===== config.mk =====
export PLATFORM = sky130hd
export DESIGN_NAME = aes_cf_sbox
export DESIGN_NICKNAME = d
export VERILOG_FILES = /design/src/rtl/aes_cf_pkg.sv /design/src/rtl/cf_linmap.sv /design/src/rtl/cf_inverter.sv /design/src/rtl/aes_cf_front.sv /design/src/rtl/aes_cf_back.sv /design/src/rtl/aes_cf_sbox.sv
export SDC_FILE = /design/constraint.sdc
export NUM_CORES = 1
export LEC_CHECK = 0
export ABC_AREA = 1
export CORE_MARGIN = 2
export CORE_UTILIZATION = 25
export CTS_BUF_LIST = sky130_fd_sc_hd__clkbuf_16
export CTS_CLUSTER_SIZE = 8
export DETAILED_ROUTE_END_ITERATION = 10
export PLACE_DENSITY = 0.46
export SYNTH_ARGS = -nofsm -noshare
export SYNTH_HDL_FRONTEND = slang
export SYNTH_SLANG_ARGS = --single-unit

===== constraint.sdc =====
create_clock -name clk -period 17.1 [get_ports clk]
set_clock_uncertainty 0.2 [all_clocks]
set_input_delay 1.71 -clock clk [delete_from_list [all_inputs] [get_ports clk]]
set_output_delay 1.71 -clock clk [all_outputs]
set_load 0.005 [all_outputs]

===== src/rtl/aes_cf_pkg.sv =====
package aes_cf_pkg;

  localparam logic [7:0] FWD_AFFINE_C = 8'h63;
  localparam logic [7:0] INV_AFFINE_C = 8'h05;

  typedef logic [7:0][7:0] basis_t;

  // GF(2^4) product modulo x^4 + x + 1
  function automatic logic [3:0] gf16_mul(input logic [3:0] a, input logic [3:0] b);
    logic [3:0] acc;
    logic [3:0] sh;
    acc = 4'h0;
    sh  = a;
    for (int i = 0; i < 4; i++) begin
      if (b[i]) acc = acc ^ sh;
      sh = {sh[2:0], 1'b0} ^ (sh[3] ? 4'h3 : 4'h0);
    end
    return acc;
  endfunction

  // a^14 is the inverse for nonzero a, and 0 for a = 0
  function automatic logic [3:0] gf16_inv(input logic [3:0] a);
    logic [3:0] p2, p4, p8;
    p2 = gf16_mul(a, a);
    p4 = gf16_mul(p2, p2);
    p8 = gf16_mul(p4, p4);
    return gf16_mul(gf16_mul(p8, p4), p2);
  endfunction

  // smallest lambda making y^2 + y + lambda irreducible over GF(2^4)
  function automatic logic [3:0] pick_lambda();
    logic [3:0] res;
    logic       done, hit;
    res  = 4'h0;
    done = 1'b0;
    for (int l = 1; l < 16; l++) begin
      hit = 1'b0;
      for (int t = 0; t < 16; t++)
        if ((gf16_mul(4'(t), 4'(t)) ^ 4'(t)) == 4'(l)) hit = 1'b1;
      if (!hit && !done) begin
        res  = 4'(l);
        done = 1'b1;
      end
    end
    return res;
  endfunction

  localparam logic [3:0] LAMBDA = pick_lambda();

  // product in GF((2^4)^2), element = {hi, lo} meaning hi*y + lo, y^2 = y + lambda
  function automatic logic [7:0] cf_mul(input logic [7:0] a, input logic [7:0] b);
    logic [3:0] hh, hl, lh, ll;
    hh = gf16_mul(a[7:4], b[7:4]);
    hl = gf16_mul(a[7:4], b[3:0]);
    lh = gf16_mul(a[3:0], b[7:4]);
    ll = gf16_mul(a[3:0], b[3:0]);
    return {hh ^ hl ^ lh, gf16_mul(hh, LAMBDA) ^ ll};
  endfunction

  function automatic logic [7:0] apply_basis(input basis_t cols, input logic [7:0] v);
    logic [7:0] r;
    r = 8'h00;
    for (int i = 0; i < 8; i++)
      if (v[i]) r = r ^ cols[i];
    return r;
  endfunction

  // columns: images of alpha^i, alpha a root of x^8+x^4+x^3+x+1 found in the tower field
  function automatic basis_t fwd_basis();
    basis_t     cols;
    logic [7:0] pw [9];
    logic       done;
    cols = '0;
    done = 1'b0;
    for (int c = 2; c < 256; c++) begin
      pw[0] = 8'h01;
      for (int k = 1; k < 9; k++) pw[k] = cf_mul(pw[k-1], 8'(c));
      if (!done && ((pw[8] ^ pw[4] ^ pw[3] ^ pw[1] ^ pw[0]) == 8'h00)) begin
        for (int k = 0; k < 8; k++) cols[k] = pw[k];
        done = 1'b1;
      end
    end
    return cols;
  endfunction

  function automatic basis_t back_basis(input basis_t fwd);
    basis_t cols;
    cols = '0;
    for (int j = 0; j < 8; j++)
      for (int v = 0; v < 256; v++)
        if (apply_basis(fwd, 8'(v)) == (8'h01 << j)) cols[j] = 8'(v);
    return cols;
  endfunction

  localparam basis_t TO_CF   = fwd_basis();
  localparam basis_t FROM_CF = back_basis(TO_CF);

  function automatic logic [7:0] rotl8(input logic [7:0] v, input int n);
    return (v << n) | (v >> (8 - n));
  endfunction

endpackage


===== src/rtl/cf_linmap.sv =====
module cf_linmap
  import aes_cf_pkg::*;
#(
  parameter basis_t COLS = '0
) (
  input  logic [7:0] a,
  output logic [7:0] y
);
  logic [7:0] term [8];

  for (genvar i = 0; i < 8; i++) begin : g_col
    assign term[i] = a[i] ? COLS[i] : 8'h00;
  end

  always_comb begin
    y = 8'h00;
    for (int i = 0; i < 8; i++) y = y ^ term[i];
  end
endmodule


===== src/rtl/cf_inverter.sv =====
module cf_inverter
  import aes_cf_pkg::*;
(
  input  logic [7:0] x,
  output logic [7:0] y
);
  logic [3:0] hi, lo, hi_sq, norm, norm_inv, sum;

  assign hi       = x[7:4];
  assign lo       = x[3:0];
  assign sum      = hi ^ lo;
  assign hi_sq    = gf16_mul(hi, hi);
  // norm = lambda*hi^2 + hi*lo + lo^2
  assign norm     = gf16_mul(hi_sq, LAMBDA) ^ gf16_mul(hi, lo) ^ gf16_mul(lo, lo);
  assign norm_inv = gf16_inv(norm);
  assign y        = {gf16_mul(hi, norm_inv), gf16_mul(sum, norm_inv)};
endmodule


===== src/rtl/aes_cf_front.sv =====
module aes_cf_front
  import aes_cf_pkg::*;
(
  input  logic       mode,
  input  logic [7:0] din,
  output logic [7:0] cf
);
  logic [7:0] unaff, pre;

  assign unaff = rotl8(din, 1) ^ rotl8(din, 3) ^ rotl8(din, 6) ^ INV_AFFINE_C;
  assign pre   = mode ? unaff : din;

  cf_linmap #(.COLS(TO_CF)) u_map (.a(pre), .y(cf));
endmodule


===== src/rtl/aes_cf_back.sv =====
module aes_cf_back
  import aes_cf_pkg::*;
(
  input  logic       mode,
  input  logic [7:0] cf_inv,
  output logic [7:0] dout
);
  logic [7:0] plain, aff;

  cf_linmap #(.COLS(FROM_CF)) u_unmap (.a(cf_inv), .y(plain));

  assign aff  = plain ^ rotl8(plain, 1) ^ rotl8(plain, 2) ^ rotl8(plain, 3)
              ^ rotl8(plain, 4) ^ FWD_AFFINE_C;
  assign dout = mode ? plain : aff;
endmodule


===== src/rtl/aes_cf_sbox.sv =====
module aes_cf_sbox #(
  parameter int PIPE = 1
) (
  input  logic       clk,
  input  logic       rst_n,
  input  logic       in_valid,
  output logic       in_ready,
  input  logic       in_mode,
  input  logic [7:0] in_data,
  output logic       out_valid,
  input  logic       out_ready,
  output logic [7:0] out_data
);
  logic [7:0] cf_in, cf_mid, cf_out;
  logic       mode_mid;

  aes_cf_front u_front (.mode(in_mode), .din(in_data), .cf(cf_in));

  if (PIPE != 0) begin : g_pipe
    logic       v_q;
    logic [7:0] cf_q;
    logic       mode_q;

    assign in_ready = !v_q || out_ready;

    always_ff @(posedge clk or negedge rst_n) begin
      if (!rst_n)        v_q <= 1'b0;
      else if (in_ready) v_q <= in_valid;
    end

    always_ff @(posedge clk) begin
      if (in_ready && in_valid) begin
        cf_q   <= cf_in;
        mode_q <= in_mode;
      end
    end

    assign cf_mid    = cf_q;
    assign mode_mid  = mode_q;
    assign out_valid = v_q;
  end else begin : g_comb
    assign in_ready  = out_ready;
    assign cf_mid    = cf_in;
    assign mode_mid  = in_mode;
    assign out_valid = in_valid;
  end

  cf_inverter u_inv (.x(cf_mid), .y(cf_out));

  aes_cf_back u_back (.mode(mode_mid), .cf_inv(cf_out), .dout(out_data));
endmodule


Word-level counts from Yosys, hierarchy flattened
Index checks and enable logic that the tools add are counted.

Muxes and demuxes: 85. Bitwise logic cells: 89. Reductions and logical operators: 3.

Operators with widths (count): bitwise XOR 4 bit (60); two-way mux 4 bit (40); bitwise XOR 8 bit (12); two-way mux 8 bit (8); two-way mux 2 bit (28); bitwise XOR 8 x 7 -> 8 bit (4); two-way mux 7 bit (4); bitwise XOR 8 x 6 -> 8 bit (3); two-way mux 6 bit (3); bitwise OR 8 x 1 -> 8 bit (2); bitwise OR 8 x 3 -> 8 bit (2); bitwise OR 8 x 2 -> 8 bit (1); bitwise OR 8 x 4 -> 8 bit (1); bitwise OR 8 x 6 -> 8 bit (1); bitwise XOR 8 x 2 -> 8 bit (1); inverter 4 bit (1); two-way mux 1 bit (2); inverter 2 bit (1); logical AND 1 bit (1); logical NOT 1 bit (1); logical OR 1 bit (1).

Flip-flop bits (word level): 10. Input bits: 13. Output and inout port bits: 10. Logic and storage cells: 180.

Depth between registers and ports, before layout
Gate-level depths: netlist of the first run.

Word-level depth: 78. Depth in mapped cells: 58. Mapped depth without buffers: 55.

Modules after synthesis
A second synthesis of the first run with hierarchy kept.

Cells, all modules: 771. Area, all modules: 3905.0 µm².

By module, submodules not included: cf_inverter (times used 1, cells an instance 517, area an instance 2517.4 µm², seq. area each 0.0 µm²); aes_cf_back (times used 1, cells an instance 81, area an instance 361.6 µm², seq. area each 0.0 µm²); aes_cf_sbox (times used 1, cells an instance 15, area an instance 315.3 µm², seq. area each 295.3 µm²); aes_cf_front (times used 1, cells an instance 67, area an instance 291.5 µm², seq. area each 0.0 µm²); cf_linmap at u_back.u_unmap (times used 1, cells an instance 58, area an instance 244.0 µm², seq. area each 0.0 µm²); cf_linmap at u_front.u_map (times used 1, cells an instance 33, area an instance 175.2 µm², seq. area each 0.0 µm²).

Worst setup path after synthesis of the first run
OpenSTA, ideal clock, no wires.

Path type: register to output. From: reg g_pipe.cf_q[4], in the netlist cf_mid[4]. To: out out_data[1]. Data arrival time: 5.648 ns. Required time: 15.190 ns. Setup slack: 9.542 ns. Stages on the path, launching flop included: 48. Buffers on the path: 3. Cell sequence: edfxtp_1 -> ha_1 -> buf_4 -> nand2_1 -> nand3b_4 -> nand2_1 -> xor2_1 -> nand3b_1 -> nand2_2 -> buf_4 -> ha_1 -> clkbuf_1 -> inv_1 -> nand2_2 -> nand4_2 -> nand2_4 -> nand2_1 -> nand2_1 -> [... 12 more ...] -> o21ai_2 -> inv_1 -> nand2_1 -> nand3_1 -> nand2_4 -> nand2_1 -> xnor2_2 -> xor2_1 -> nand2_1 -> nand2_2 -> nand3_2 -> nand2_4 -> inv_2 -> nand2_2 -> nand3_1 -> nand2_1 -> nand2_1 -> inv_1.

Longest elaborated chain between the ends: 72. Elaborated cells on any way between the ends: 133. Those cells by class: mux: 63; bitwise: 70.

RTL lines: start: declaration (RTL line aes_cf_sbox.sv:21) `logic [7:0] cf_q;`; start signal: assignment (RTL line aes_cf_sbox.sv:33) `cf_q <= cf_in;`; two-way mux 4 bit or bitwise XOR 4 bit (tied branches) (RTL line aes_cf_pkg.sv:15, aes_cf_pkg.sv:16); bitwise XOR 4 bit (RTL line aes_cf_pkg.sv:15) `if (b[i]) acc = acc ^ sh;`; two-way mux 4 bit (RTL line aes_cf_pkg.sv:15); bitwise XOR 4 bit (RTL line aes_cf_pkg.sv:15); two-way mux 4 bit (RTL line aes_cf_pkg.sv:15); bitwise XOR 4 bit (RTL line aes_cf_pkg.sv:15); two-way mux 4 bit (RTL line aes_cf_pkg.sv:15); two-way mux 2 bit or bitwise XOR 4 bit (tied branches) (RTL line aes_cf_pkg.sv:16) `sh = {sh[2:0], 1'b0} ^ (sh[3] ? 4'h3 : 4'h0);`; [... 54 more ...]; bitwise XOR 8 x 2 -> 8 bit (RTL line cf_linmap.sv:17) `for (int i = 0; i < 8; i++) y = y ^ term[i];`; bitwise XOR 8 bit (RTL line cf_linmap.sv:17); bitwise XOR 8 bit (*) (RTL line cf_linmap.sv:17); bitwise OR 8 x 1 -> 8 bit (RTL line aes_cf_pkg.sv:99) `return (v << n) | (v >> (8 - n));`; bitwise XOR 8 bit (3 in series) (RTL line aes_cf_back.sv:12) `assign aff = plain ^ rotl8(plain, 1) ^ rotl8(plain, 2) ^ rotl8(plain, 3)`; bitwise XOR 8 bit (RTL line aes_cf_back.sv:13) `^ rotl8(plain, 4) ^ FWD_AFFINE_C;`; inverter 4 bit (no line); two-way mux 8 bit (*) (RTL line aes_cf_back.sv:14) `assign dout = mode ? plain : aff;`; end: declaration (RTL line aes_cf_sbox.sv:12) `output logic [7:0] out_data`.

Mark *: on every way between the ends. The rest lies on a longest branch, timed or not.

Worst setup path in the final report of the first run
From: reg g_pipe.cf_q[7], in the netlist cf_mid[7]. To: out out_data[5].

Longest elaborated chain between the ends: 73. Elaborated cells on any way between the ends: 134. Those cells by class: mux: 64; bitwise: 70.

RTL lines (RTL line): two-way mux 2 bit (aes_cf_pkg.sv:16); bitwise XOR 4 bit (aes_cf_pkg.sv:16); bitwise XOR 4 bit (aes_cf_pkg.sv:15); two-way mux 4 bit (aes_cf_pkg.sv:15); bitwise XOR 4 bit (aes_cf_pkg.sv:15); two-way mux 4 bit (aes_cf_pkg.sv:15); bitwise XOR 4 bit (aes_cf_pkg.sv:15); two-way mux 4 bit (aes_cf_pkg.sv:15); [... 55 more ...]; bitwise XOR 8 x 2 -> 8 bit (cf_linmap.sv:17); bitwise XOR 8 bit (cf_linmap.sv:17); bitwise XOR 8 bit (*) (cf_linmap.sv:17); bitwise OR 8 x 1 -> 8 bit (aes_cf_pkg.sv:99); bitwise XOR 8 bit (3 in series) (aes_cf_back.sv:12); bitwise XOR 8 bit (aes_cf_back.sv:13); inverter 4 bit (no line); two-way mux 8 bit (*) (aes_cf_back.sv:14).

Marks and branches as above.

==> results.json, run 1 <==
{
  "final_cell_count_no_fill": 836,
  "multi_input_area_um2": 2910,
  "final-setup-viol-count": 0,
  "reg2reg_from": "out_valid",
  "path_depth": 43,
  "finalMaxSlewViolations": 0,
  "final_common_cell": "nand2_1",
  "layout_common_cells": "265 x nand2_1, 85 x nand3_1, 62 x inv_1",
  "diodes": 0,
  "cts_tree": "yes",
  "postCtsSetupRepairBufs": 0,
  "fp.dieW_um": 124,
  "overflow": 0,
  "die_h_um": 124,
  "slowest_stage": "ha_1",
  "worst_slew_pin_slew_ps": 846,
  "maxCapViolCount": 0,
  "worstPathArrival_ps": 7440,
  "synthArstFlopShare_pct": 10.0,
  "cp_max_fo": 15,
  "start_util_pct": 25.7,
  "grtUsageTotal_pct": 12.6,
  "grt_max_degree": 17,
  "clk_pin_slew_worst_paths_ps": 40,
  "worstSetupPathType": "reg -> out",
  "fin_util_pct": 28.8,
  "rsz0062_at_grt": "false",
  "grt_pass1_wl_um": 16100,
  "status": "completed",
  "antenna_left": 0,
  "fin_crit_sh_pct": 54.7,
  "drcViolationCount": 0,
  "fmax_mhz": 107,
  "cts_made_buffers": 3,
  "worst_setup_path_start_kind": "flip-flop",
  "insertion_delay_ps": 230,
  "r2r_setup_slack_ps": 15450,
  "synth-edff-count": 9,
  "portBuffers": 22,
  "place.gp.congestion": 0.818,
  "tns_ps": 0,
  "nets": 677,
  "die_area_um2": 15400,
  "area.sequential_um2": 295,
  "synth_area_per_cell_um2": 5.59,
  "required_ps": 15190,
  "htree_num_levels": 1,
  "dp.cells": 832,
  "nFillCells": 1597,
  "syn_inst": 644,
  "hold_end": "out_valid",
  "root_buffer": "clkbuf_16",
  "syn_nets": 664,
  "wl_per_cell_um": 11.1,
  "holdBufCountCts": 0,
  "slowest_delay_ps": 600,
  "drt_iter0_markers": 295,
  "drive_above_1_share_pct": 13.1,
  "grt_pass1_vias": 3578,
  "hold_viol": 0,
  "ys_types": 37,
  "crit_family": "simple AND/OR/NAND/NOR gates",
  "reg2reg_depth": 1,
  "clockBufferDepth": 2,
  "vias_per_cell": 4.55,
  "dp_hpwl_um": 7730,
  "antenna_found_initial": 0,
  "firstDrtPassIters": 5,
  "wl_um": 9260,
  "num_vias": 3802,
  "syn-cell-area_um2": 3600,
  "yosysWarningCount": 0,
  "endpoint_kind": "primary output",
  "ios": 23,
  "r2r_end": "cf_mid[0]",
  "yosysSeqAreaShare_pct": 8.20,
  "slew_headroom_pct": 43.6,
  "synth-main-ff-cell": "edfxtp_1",
  "preCtsSetupSlack_ps": 8080,
  "worst_slack_ps": 7750,
  "clock_sinks": 10,
  "core_area_um2": 14000,
  "cpMostUsedCell": "nand2_1",
  "hp-start": "out_valid",
  "period_minus_slack_ps": 9350,
  "synth_seq_cells": 10,
  "cts_resized": 0,
  "syn2layout_area_growth_pct": 11.8,
  "critPathBufInv": 8,
  "hold_depth": 2,
  "num_rows": 43,
  "hp-class": "reg -> reg"
}
## cell usage after synthesis (2+ instances only)
cell,number,share of area [%]
a21oi_1,2,0.28
o21bai_1,2,0.42
nand2_2,35,6.1
nand2_4,6,1.9
o21ai_0,14,1.9
nand3_2,14,3.9
buf_2,4,0.56
nand4_1,13,2.3
nor2_2,4,0.69
xnor2_1,22,5.4
buf_6,3,0.94
nand3_1,85,12
xnor2_2,2,0.90
clkbuf_1,2,0.21
nand3b_1,2,0.42
o21ai_1,4,0.56
nor2_1,16,1.7
nand2_1,265,28
inv_1,62,6.5
o211ai_1,2,0.42
inv_2,15,1.6
ha_1,7,2.4
xor2_1,35,8.5
buf_4,5,1.0
xor2_2,3,1.4
edfxtp_1,9,7.5
## metrics by stage
stage,hold WS (ps),cell area (µm²)
CTS,327,4030
finish,320,4030
global placement,307,3950
detailed placement,313,3950
global route,375,4030
floorplan,328,3600
## per-layer routing
layer,GRT usage (%),up-vias,part of all wire (%)
met5,0,-,0
met4,0.843,0,0.17
met3,0.412,2,1.3
met2,23.2,30,48
met1,17.0,1716,50
li1,-,2054,-
## kinds of logic (layout without fill, tap and decap cells)
logic type	count (synthesis)	after routing	synth area share [%]
AND/OR/NAND/NOR	443	443	57.4
buffers and inverters	93	105	11.0
XOR/XNOR	62	62	16.1
AO/OA/AOI/OAI	28	28	4.52
flip-flops	10	10	8.20
adder cells (fa/ha/maj)	7	7	2.43
multiplexers	1	1	0.278
## cell type report
class	instances	area share, %
well taps	180	5.59
flip-flops and latches	10	7.33
repair buffers	22	5.47
clock inverters	1	0.0932
inverters	79	7.43
multi-input cells	541	72.2
clock buffers	3	1.86
## worst max-delay path by stage
| stage | from | endpoint | slack (ps) |
|---|---|---|---|
| 2_1_floorplan | cf_mid[4] | out_data[1] | 9540 |
| 3_3_place_gp | cf_mid[7] | out_data[5] | 8180 |
| 3_5_place_dp | cf_mid[7] | out_data[5] | 8080 |
| 4_1_cts | cf_mid[7] | out_data[3] | 7810 |
| 5_1_grt | cf_mid[7] | out_data[1] | 6980 |
| 6_report | cf_mid[7] | out_data[5] | 7750 |
## sequential cells by signal, indices dropped and copies added (netlist names)
signal	flops
g_pipe.mode_q	1
cf_mid	8
out_valid	1
Power of run 1 is not shown: default switching activity piles up to over one toggle a cycle in this logic, so the estimate is an artifact.
==> run 2: changes to the inputs <==
--- a/config.mk
+++ b/config.mk
@@ -11,7 +11,7 @@
 export CTS_BUF_LIST = sky130_fd_sc_hd__clkbuf_16
 export CTS_CLUSTER_SIZE = 8
 export DETAILED_ROUTE_END_ITERATION = 10
-export PLACE_DENSITY = 0.46
+export PLACE_DENSITY = 0.48
 export SYNTH_ARGS = -nofsm -noshare
 export SYNTH_HDL_FRONTEND = slang
 export SYNTH_SLANG_ARGS = --single-unit
==> constraint.sdc (replaced) <==
create_clock -name clk -period 8.5 [get_ports clk]
set_clock_uncertainty 0.2 [all_clocks]
set_input_delay 0.85 -clock clk [delete_from_list [all_inputs] [get_ports clk]]
set_output_delay 0.85 -clock clk [all_outputs]
set_load 0.005 [all_outputs]
==> results.json, run 2 (same netlist as run 1, synthesis figures left out) <==
{
  "die_area_um2": 15400,
  "wl_um": 9440,
  "status": "completed",
  "wl_per_cell_um": 11.0,
  "final-setup-viol-count": 0,
  "clk_pin_slew_worst_paths_ps": 40,
  "hp-class": "reg -> reg",
  "endpoint_kind": "primary output",
  "cp_max_fo": 10,
  "met3_length_um": 205,
  "insertion_delay_ps": 240,
  "nFillCells": 1593,
  "overflow": 0,
  "largest_register_ffs": 8,
  "critPathBufInv": 10,
  "grt_max_degree": 16,
  "dp_hpwl_um": 7570,
  "reg2reg_depth": 1,
  "path_depth": 53,
  "firstDrtPassIters": 5,
  "grt_pass1_vias": 3633,
  "fmax_mhz": 129,
  "fin_area_um2": 4240,
  "start_util_pct": 25.7,
  "nets": 696,
  "finalMaxSlewViolations": 0,
  "routed.top_layer": "met4",
  "ios": 23,
  "worst_setup_path_start_kind": "flip-flop",
  "grt_pass1_wl_um": 15900,
  "num_vias": 3954,
  "root_buffer": "clkbuf_16",
  "fin_util_pct": 30.3,
  "final_common_cell": "nand2_1",
  "antenna_found_initial": 0,
  "fp.dieW_um": 124,
  "portBuffers": 22,
  "cpMostUsedCell": "nand2_1",
  "area.sequential_um2": 295,
  "antenna_left": 0,
  "htree_num_levels": 1,
  "postPlaceCellArea_um2": 3980,
  "worstPathArrival_ps": 6730,
  "cts_made_buffers": 3,
  "slew_headroom_pct": 40.4,
  "vias_per_cell": 4.62,
  "crit_family": "simple AND/OR/NAND/NOR gates",
  "place.gp.congestion": 0.803,
  "num_rows": 43,
  "multi_input_area_um2": 3000,
  "clock_sinks": 10,
  "hold_depth": 2,
  "fin_crit_sh_pct": 91.5,
  "worst_slew_pin_slew_ps": 893,
  "grtUsageTotal_pct": 12.3,
  "worstSetupPathType": "reg -> out",
  "drcViolationCount": 0,
  "period_minus_slack_ps": 7780,
  "drt-met1-wl_um": 4680,
  "drive_above_1_share_pct": 16.6,
  "die_h_um": 124,
  "maxCapViolCount": 0,
  "cts_tree": "yes",
  "drt_iter0_markers": 220,
  "r2r_setup_slack_ps": 6810,
  "clockBufferDepth": 2,
  "layout_common_cells": "265 x nand2_1, 83 x nand3_1, 60 x inv_1",
  "required_ps": 7450,
  "core_area_um2": 14000,
  "syn2layout_area_growth_pct": 17.9,
  "hold_viol": 0,
  "slowest_stage": "clkdlybuf4s50_1",
  "slowest_delay_ps": 500,
  "wl_met2_um": 4500,
  "diodes": 0
}
[run 2: path summary, 6_finish.rpt]
check	start	end
worst max-delay path	cf_mid[4]	out_data[3]
worst min-delay path	out_valid	out_valid
worst max register to register	out_valid	cf_mid[4]
worst min register to register	out_valid	out_valid
max in group asynchronous	rst_n	out_valid
min in group asynchronous	rst_n	out_valid
[run 2: per-layer routing]
| metal | GRT usage, % | up-vias |
|---|---|---|
| met4 | 1.83 | 0 |
| met3 | 0.687 | 8 |
| met1 | 16.8 | 1790 |
| li1 | - | 2104 |
| met5 | 0 | - |
| met2 | 21.7 | 52 |
[run 2: area by class of cell]
| class | instances | share of cell area, % |
|---|---|---|
| Clock buffer | 3 | 1.77 |
| Tap cell | 180 | 5.31 |
| Sequential cell | 10 | 6.96 |
| Multi-Input combinational cell | 543 | 70.6 |
| Timing Repair Buffer | 39 | 8.20 |
| Inverter | 79 | 7.05 |
| Clock inverter | 1 | 0.0884 |
[run 2: tightest hold or removal path, stage by stage (launching register included)]
cell and delay [ps]:
dfrtp_1 360, nand2_1 80, nand2_1 50
[run 2: timing repair]
| action | in CTS | in global routing |
|---|---|---|
| buffers inserted | 0 | 13 |
| hold buffers | 0 | 0 |
| setup endpoints to repair | 0 | 8 |
| resized for setup | 0 | 13 |
[run 2: stage by stage]
stage,TNS [ps],hold WS (ps),std cells,setup WS (ps)
after detailed placement,0,318,836,362
after global routing,-3.87,372,855,-3.87
final,0,327,855,722
after CTS,0,334,840,89.4
after global placement,0,314,836,483
after floorplan,0,328,644,1800
Power of run 2 is left out for the same reason.
==> run 3: changes to the inputs <==
--- a/config.mk
+++ b/config.mk
@@ -7,11 +7,12 @@
 export LEC_CHECK = 0
 export ABC_AREA = 1
 export CORE_MARGIN = 2
-export CORE_UTILIZATION = 25
+export CORE_UTILIZATION = 56
 export CTS_BUF_LIST = sky130_fd_sc_hd__clkbuf_16
 export CTS_CLUSTER_SIZE = 8
 export DETAILED_ROUTE_END_ITERATION = 10
-export PLACE_DENSITY = 0.48
+export HOLD_SLACK_MARGIN = 0.08
+export PLACE_DENSITY = 0.82
 export SYNTH_ARGS = -nofsm -noshare
 export SYNTH_HDL_FRONTEND = slang
 export SYNTH_SLANG_ARGS = --single-unit
==> constraint.sdc (replaced) <==
create_clock -name clk -period 9.6 [get_ports clk]
set_clock_uncertainty 0.2 [all_clocks]
set_input_delay 0.96 -clock clk [delete_from_list [all_inputs] [get_ports clk]]
set_output_delay 0.96 -clock clk [all_outputs]
set_load 0.005 [all_outputs]
==> results.json, run 3 (same netlist as run 1, synthesis figures left out) <==
{
  "status": "completed",
  "worstSetupPathType": "reg -> out",
  "tns_ps": 0,
  "fmax_mhz": 117,
  "slowest_delay_ps": 570,
  "diodes": 0,
  "period_minus_slack_ps": 8570,
  "wl_um": 8380,
  "drive_above_1_share_pct": 13.1,
  "grtUsageTotal_pct": 23.6,
  "grt_pass1_wl_um": 14500,
  "cts_resized": 0,
  "drcViolationCount": 0,
  "ios": 23,
  "portBuffers": 22,
  "die_area_um2": 7090,
  "endpoint_kind": "primary output",
  "insertion_delay_ps": 240,
  "fp.dieW_um": 84.2,
  "hp-class": "reg -> reg",
  "grt_max_degree": 17,
  "num_vias": 3998,
  "nFillCells": 595,
  "holdBufCountCts": 0,
  "layout_common_cells": "265 x nand2_1, 85 x nand3_1, 62 x inv_1",
  "firstDrtPassIters": 5,
  "antenna_left": 0,
  "wl_per_cell_um": 11.4,
  "fin_crit_sh_pct": 89.3,
  "worst_setup_path_start_kind": "flip-flop",
  "overflow": 0,
  "final-setup-viol-count": 0,
  "cts_tree": "yes",
  "dp_hpwl_um": 6880,
  "finalMaxSlewViolations": 0,
  "nets": 677,
  "r2r_end": "cf_mid[3]",
  "worst_slew_pin_slew_ps": 803,
  "postCtsSetupRepairBufs": 0,
  "htree_num_levels": 1,
  "final_common_cell": "nand2_1",
  "worstPathArrival_ps": 7410,
  "r2r_setup_slack_ps": 7980,
  "drt_iter0_markers": 277,
  "reg2reg_from": "out_valid",
  "die_h_um": 84.2,
  "multi_input_area_um2": 2910,
  "reg2reg_depth": 1,
  "syn2layout_area_growth_pct": 8.23,
  "cpMostUsedCell": "nand2_1",
  "start_util_pct": 57.4,
  "clockBufferDepth": 2,
  "hold_end": "out_valid",
  "clk_pin_slew_worst_paths_ps": 40,
  "maxCapViolCount": 0,
  "place.gp.congestion": 0.937,
  "hold_depth": 2,
  "slowest_stage": "edfxtp_1",
  "cp_max_fo": 15,
  "grt_pass1_vias": 3543,
  "vias_per_cell": 5.45,
  "area.sequential_um2": 295,
  "core_area_um2": 6280,
  "rsz0062_at_grt": "false",
  "num_rows": 29,
  "slew_headroom_pct": 46.5,
  "root_buffer": "clkbuf_16",
  "hold_viol": 0,
  "largest_register_ffs": 8,
  "hp-start": "out_valid",
  "clock_sinks": 10,
  "required_ps": 8440,
  "antenna_found_initial": 0,
  "cts_made_buffers": 3
}
[run 3: stage by stage]
stage	utilization (%)	area, µm²	setup WS, ps	cells	hold WS (ps)
final	62.1	3900	1030	733	343
after global routing	62.1	3900	334	733	396
after CTS	62.1	3900	1080	733	352
after detailed placement	60.8	3820	1350	729	315
after global placement	60.8	3820	1640	729	311
after floorplan	-	3600	2790	644	328
[run 3: worst max-delay path by stage]
stage / startpoint / to / slack, ps / cells after the start
5_1_grt: cf_mid[7] / out_data[1] / 330 / 48
3_5_place_dp: cf_mid[7] / out_data[1] / 1350 / 47
6_report: cf_mid[7] / out_data[1] / 1030 / 47
2_1_floorplan: cf_mid[4] / out_data[1] / 2790 / 47
4_1_cts: cf_mid[7] / out_data[1] / 1080 / 47
3_3_place_gp: cf_mid[7] / out_data[1] / 1640 / 47
[run 3: final cells by class]
cell class | count | area share (%)
flip-flops and latches | 10 | 7.58
repair buffers | 22 | 5.65
inverters | 79 | 7.67
clock inverters | 1 | 0.0963
well taps | 77 | 2.47
multi-input cells | 541 | 74.6
clock buffers | 3 | 1.93
[run 3: per-layer routing]
metal	routed length, µm	track usage, %
met3	470	0.983
met1	3710	31.2
met2	4110	42.4
met4	89	5.28
met5	0	0
[run 3: critical path, delay by kind of cell, from the launching register on]
| kind | cells | cell delay (ps) |
|---|---|---|
| buffers and inverters | 10 | 1210 |
| flip-flops | 1 | 570 |
| adder cells (fa/ha/maj) | 3 | 1390 |
| XOR/XNOR | 2 | 370 |
| AND/OR/NAND/NOR | 32 | 3610 |
Power of run 3 is left out for the same reason.
